File: src/rtl/nand_pkg.sv
package nand_pkg;

    typedef enum logic [1:0] {
        ST_WAIT = 2'd0,
        ST_RD1  = 2'd1,
        ST_RD2  = 2'd2,
        ST_RD3  = 2'd3
    } die_mode_e;

    localparam logic [7:0] CMD_RESET = 8'hFF;
    localparam logic [7:0] CMD_RD1   = 8'h00;
    localparam logic [7:0] CMD_RD2   = 8'h01;
    localparam logic [7:0] CMD_RD3   = 8'h50;

    localparam int unsigned BIAS_RD2 = 32'h100;
    localparam int unsigned BIAS_RD3 = 32'h200;
    localparam int unsigned HI_SHIFT = 256;

    // Strobe and data lines as sampled from the host side.
    typedef struct packed {
        logic       cle;
        logic       ale;
        logic       re_n;
        logic       we_n;
        logic [7:0] data;
    } bus_smp_t;

    localparam bus_smp_t SMP_IDLE = '{cle: 1'b0, ale: 1'b0, re_n: 1'b1,
                                      we_n: 1'b1, data: 8'h00};

    // Edge events derived from the synchronised samples.
    typedef struct packed {
        logic       we_fall;
        logic       re_fall;
        logic       cle;
        logic       ale;
        logic [7:0] data;
    } bus_evt_t;

    function automatic logic cmd_known(input logic [7:0] b);
        return (b == CMD_RESET) || (b == CMD_RD1) ||
               (b == CMD_RD2)   || (b == CMD_RD3);
    endfunction

    function automatic die_mode_e cmd_mode(input logic [7:0] b);
        case (b)
            CMD_RD1: return ST_RD1;
            CMD_RD2: return ST_RD2;
            CMD_RD3: return ST_RD3;
            default: return ST_WAIT;
        endcase
    endfunction

    function automatic int unsigned col_bias(input die_mode_e m);
        case (m)
            ST_RD2:  return BIAS_RD2;
            ST_RD3:  return BIAS_RD3;
            default: return 0;
        endcase
    endfunction

    function automatic int unsigned add_mod(input int unsigned base,
                                            input int unsigned inc,
                                            input int unsigned depth);
        return (base + (inc % depth)) % depth;
    endfunction

endpackage

File: src/rtl/nand_die.sv
module nand_die
    import nand_pkg::*;
#(
    parameter int PAGE_BYTES = 528,
    parameter int DEPTH      = 1584,
    parameter int AW         = $clog2(DEPTH)
) (
    input  logic          clk,
    input  logic          rst,
    input  logic          sel,
    input  logic          idle,
    input  bus_evt_t      evt,
    output logic [AW-1:0] addr,
    output die_mode_e     mode,
    output logic [1:0]    cyc,
    output logic          ready,
    output logic          read_go,
    output logic          bus_rel,
    output logic          err_evt
);

    localparam int unsigned HI_STEP = PAGE_BYTES * HI_SHIFT;
    localparam logic [1:0]  CYC_LAST = 2'd3;

    die_mode_e     mode_q, mode_d;
    logic [1:0]    cyc_q, cyc_d;
    logic [AW-1:0] addr_q, addr_d;
    logic          ready_q, ready_d;

    always_comb begin
        mode_d  = mode_q;
        cyc_d   = cyc_q;
        addr_d  = addr_q;
        ready_d = ready_q;
        read_go = 1'b0;
        bus_rel = 1'b0;
        err_evt = 1'b0;
        if (sel) begin
            if (idle) begin
                ready_d = 1'b1;
                bus_rel = 1'b1;
            end else begin
                ready_d = 1'b0;
                if (evt.we_fall && evt.re_fall) begin
                    err_evt = 1'b1;
                end else if (evt.we_fall) begin
                    if (evt.cle) begin
                        if (cmd_known(evt.data)) begin
                            mode_d = cmd_mode(evt.data);
                            if (evt.data != CMD_RESET) begin
                                cyc_d = 2'd0;
                            end
                        end else begin
                            err_evt = 1'b1;
                        end
                    end else if (evt.ale) begin
                        if ((mode_q == ST_WAIT) || (cyc_q == CYC_LAST)) begin
                            err_evt = 1'b1;
                        end else begin
                            cyc_d = cyc_q + 2'd1;
                            case (cyc_q)
                                2'd0: addr_d = AW'(add_mod(0,
                                           col_bias(mode_q) + 32'(evt.data), DEPTH));
                                2'd1: addr_d = AW'(add_mod(32'(addr_q),
                                           32'(evt.data) * HI_STEP, DEPTH));
                                default: addr_d = AW'(add_mod(32'(addr_q),
                                           32'(evt.data) * PAGE_BYTES, DEPTH));
                            endcase
                        end
                    end else begin
                        err_evt = 1'b1;
                    end
                end else if (evt.re_fall) begin
                    if (evt.cle || evt.ale) begin
                        err_evt = 1'b1;
                    end else begin
                        read_go = 1'b1;
                        addr_d  = AW'(add_mod(32'(addr_q), 1, DEPTH));
                    end
                end
            end
        end
    end

    always_ff @(posedge clk) begin
        if (rst) begin
            mode_q  <= ST_WAIT;
            cyc_q   <= 2'd0;
            addr_q  <= '0;
            ready_q <= 1'b0;
        end else begin
            mode_q  <= mode_d;
            cyc_q   <= cyc_d;
            addr_q  <= addr_d;
            ready_q <= ready_d;
        end
    end

    assign addr  = addr_q;
    assign mode  = mode_q;
    assign cyc   = cyc_q;
    assign ready = ready_q;

endmodule

File: config.mk
export PLATFORM = sky130hd
export DESIGN_NAME = nand_die
export DESIGN_NICKNAME = d
export VERILOG_FILES = /design/src/rtl/nand_pkg.sv /design/src/rtl/nand_die.sv
export SDC_FILE = /design/constraint.sdc
export NUM_CORES = 1
export LEC_CHECK = 0
export ABC_AREA = 0
export CORE_MARGIN = 2
export CORE_UTILIZATION = 40
export CTS_BUF_LIST = sky130_fd_sc_hd__clkbuf_16
export DETAILED_ROUTE_END_ITERATION = 8
export DONT_BUFFER_PORTS = 1
export GPL_ROUTABILITY_DRIVEN = 0
export HOLD_SLACK_MARGIN = 0.08
export PLACE_DENSITY = 0.6
export SETUP_SLACK_MARGIN = 0.3
export SLEW_MARGIN = 20
export SYNTH_ARGS = -nofsm -noshare
export SYNTH_HDL_FRONTEND = slang
export SYNTH_SLANG_ARGS = --single-unit
File: constraint.sdc
create_clock -name clk -period 24.8 [get_ports clk]
set_clock_uncertainty 0.1 [all_clocks]
set_input_delay 7.44 -clock clk [delete_from_list [all_inputs] [get_ports clk]]
set_output_delay 7.44 -clock clk [all_outputs]
set_load 0.02 [all_outputs]
==> results.py <==
metrics = {
    "placed_design": {
        "pre_cts_slack_ns": -0.6464,
        "place_area_sq_um": 9672,
        "io_buffers": 0,
        "dp_hpwl_mm": 22.07,
    },
    "sta": {
        "relSlewSlack": 0.3541,
        "fmax_ghz": 0.04156,
        "setup_tns_ns": 0,
        "worstMarginPinSlew_ns": 0.9608,
        "post-route-period-util": 0.9703,
        "hold_violations": 0,
        "final_max_slew_viol_count": 0,
        "setup_viol": 0,
        "period_needed_ns": 24.06,
        "fin_ws_ns": 0.7374,
    },
    "die": {
        "initial_core_util": 0.4098,
        "core_sq_um": 21150,
        "die_h_microns": 151.2,
        "die_w_microns": 151.2,
        "die_area_sq_um": 22870,
        "num_io_pins": 35,
        "std_cell_rows": 53,
    },
    "global_routing": {
        "grt_pass1_vias": 9558,
        "grt_max_degree": 36,
        "grt_usage": 0.2391,
        "grt_overflow": 0,
        "grt_pass1_wl_mm": 46.37,
        "grt_antenna_before_repair": 0,
    },
    "drt": {
        "first_iter_violations": 698,
        "highest_layer": "met4",
        "drt-pass1-iter-count": 6,
        "route.met3.wl_mm": 1.403,
        "via_count": 10674,
        "post-route-drc-count": 0,
        "wl_met2_mm": 15.30,
        "vias_per_cell": 6.283,
        "wire_per_inst_microns": 17.96,
        "drt-total-wl_mm": 30.52,
        "m1WireLength_mm": 13.31,
        "ant_nets": 0,
    },
    "synth": {
        "synth_commonest_cells": "136 x nor2_1, 134 x nand2_1, 79 x a21oi_1, 71 x o21ai_0, 55 x nor3_1",
        "syn_inst": 1278,
        "yosys.area.top_type": "nor2_1",
        "avgSynthCellArea_sq_um": 6.784,
        "synth_area_leaders": "nor2_1 5.9%, nand2_1 5.8%, xnor2_1 5.2%, a21oi_1 4.6%, o21ai_0 4.1%",
        "ys_seq_area_frac": 0.03695,
        "synth_edf_count": 0,
        "synth.cell_area_sq_um": 8670,
        "yosysMostFrequentCell": "nor2_1",
        "synthFlopType": "dfxtp_1",
        "ys_ff_latch": 16,
        "async_flop_share": 0,
        "yosysWarnings": 0,
        "synth_cell_type_count": 127,
        "synth.net_count": 1318,
        "synth_top_area_frac": 0.05888,
    },
    "critical_path": {
        "crit_slowest_cell": "or4_4",
        "cpPeakStageDelay_ns": 0.54,
        "path_max_fanout": 14,
        "cp.required_ns": 24.82,
        "critPathLaunchType": "input port",
        "crit_top_cell": "buf_4",
        "critPathArrivalTime_ns": 24.09,
        "end_kind": "flop",
        "worstSetupPathType": "input port to flop",
    },
    "layout": {
        "area_growth_pct": 34.07,
        "final_util": 0.5495,
        "nets": 1465,
        "drive_gt1_frac": 0.3287,
        "design_area_sq_um": 11620,
        "antennaDiodeCount": 0,
    },
    "clock_network": {
        "cts_sinks": 16,
        "clock_latency_ns": 0.24,
        "cts_tree": "yes",
        "cts_buffers": 3,
        "htreeDepth": 1,
        "cts_hold_buf": 0,
        "clock_path_buffers": 2,
        "clk_pin_slew_worst_paths_ns": 0.05,
        "clockRootBuffer": "clkbuf_16",
    },
    "power": {
        "comb_power_share": 0.962,
        "p_per_area_nw_per_um2": 129.9,
        "intPower_uw": 732.2,
        "p_leak_nw": 4.368,
        "pwr-share-seq": 0.018,
        "ir_worst_vdd_mv": 0.1250,
        "netSwitchingFraction": 0.5149,
        "pwr-share-clk": 0.021,
        "power_switching_uw": 777.2,
        "fin_total_pwr_mw": 1.509,
    },
    "hold_path": {
        "hold_class": "flop to flop",
    },
    "run_status": {
        "status": "finished, final reports clean",
    },
    "flow_run": {
        "drv_cap": 0,
    },
}
cells in the final DEF, fill, tap and decap left out, types with 13 or more instances in the layout:
cell type  Yosys  layout
xor2_1        17      13
a31oi_1       23      19
nor2b_1       18      18
and2_1        20      19
nand3_1       50      46
ha_1          22      17
dfxtp_1       16      16
nand4_1       16      16
buf_4          6     190
o21ai_0       71      61
a21o_1        23      21
xnor2_1       51      43
o21ai_1       24      23
or2_2         14      13
a21oi_2        7      16
a21oi_1       79      67
o21a_1        16      14
nor3_1        55      50
o211ai_1      22      22
a211oi_1      27      18
mux2i_1       26      20
inv_1         21      21
nand2_1      134     129
nor2_1       136     131
logic make-up after synthesis:
logic type               synth area share
buffers and inverters             0.04286
flip-flops                        0.03695
XOR/XNOR                          0.07808
adder cells (fa/ha/maj)           0.03998
AND/OR/NAND/NOR                    0.3185
multiplexers                      0.05484
AO/OA/AOI/OAI                      0.4288
power groups by stage:
stage / Combinational [mW] / Sequential (mW) / Clock (mW)
5_1_grt: 1.57 / 0.0267 / 0.0320
6_report: 1.45 / 0.0266 / 0.0310
3_3_place_gp: 1.13 / 0.0271 / 0
3_5_place_dp: 1.14 / 0.0271 / 0
2_1_floorplan: 0.859 / 0.0270 / 0
4_1_cts: 1.19 / 0.0266 / 0.0312
repair_timing:
action                                  in CTS  in global routing
resized for setup                           54                159
endpoints found under the setup margin       7                  7
setup buffers                               33                 59
gates cloned                                 0                  1
pin swaps                                   23                 84
per-stage QoR:
| stage | hold slack (ns) | cells |
|---|---|---|
| after CTS | 0.5201 | 1639 |
| after floorplan | 0.4619 | 1278 |
| after detailed placement | 0.5133 | 1602 |
| after global placement | 0.4972 | 1602 |
| final | 0.5176 | 1699 |
| after global routing | 0.5471 | 1699 |
layer usage:
metal  track usage  vias up
met3       0.01446       51
met4       0.05140        0
li1              -     5220
met2        0.4290      358
met5             0        -
met1        0.3138     5045
final timing paths:
path	startpoint	to	slack (ns)	cells past startpoint
max reg2reg	cyc[0]	addr[6]	7.50	80
min	mode[1]	mode[1]	0.52	2
max	evt[2]	addr[6]	0.74	81
min reg2reg	mode[1]	mode[1]	0.52	2
final cells by class:
class | count | area (sq um)
clock inverters | 1 | 3.754
multi-input cells | 1176 | 9151
repair buffers | 207 | 1650
fillers | 1978 | 9530
clock buffers | 3 | 75.07
well taps | 275 | 344.1
flip-flops and latches | 16 | 320.3
inverters | 21 | 78.83
state kept, by name, indices dropped and copies added, names as in the netlist:
| name | count |
|---|---|
| addr | 11 |
| cyc | 2 |
| mode | 2 |
| ready | 1 |
worst max-delay path: cells and delay by family:
kind | cells | cell delay [ns]
and+or+nand+nor | 16 | 3.64
adders and majority gates | 6 | 1.67
muxes | 6 | 1.58
xor gates and xnor gates | 5 | 0.74
buffers and inverters | 13 | 1.99
AOI/OAI and AO/OA | 35 | 6.89
Power figures use the tool's default switching activity.
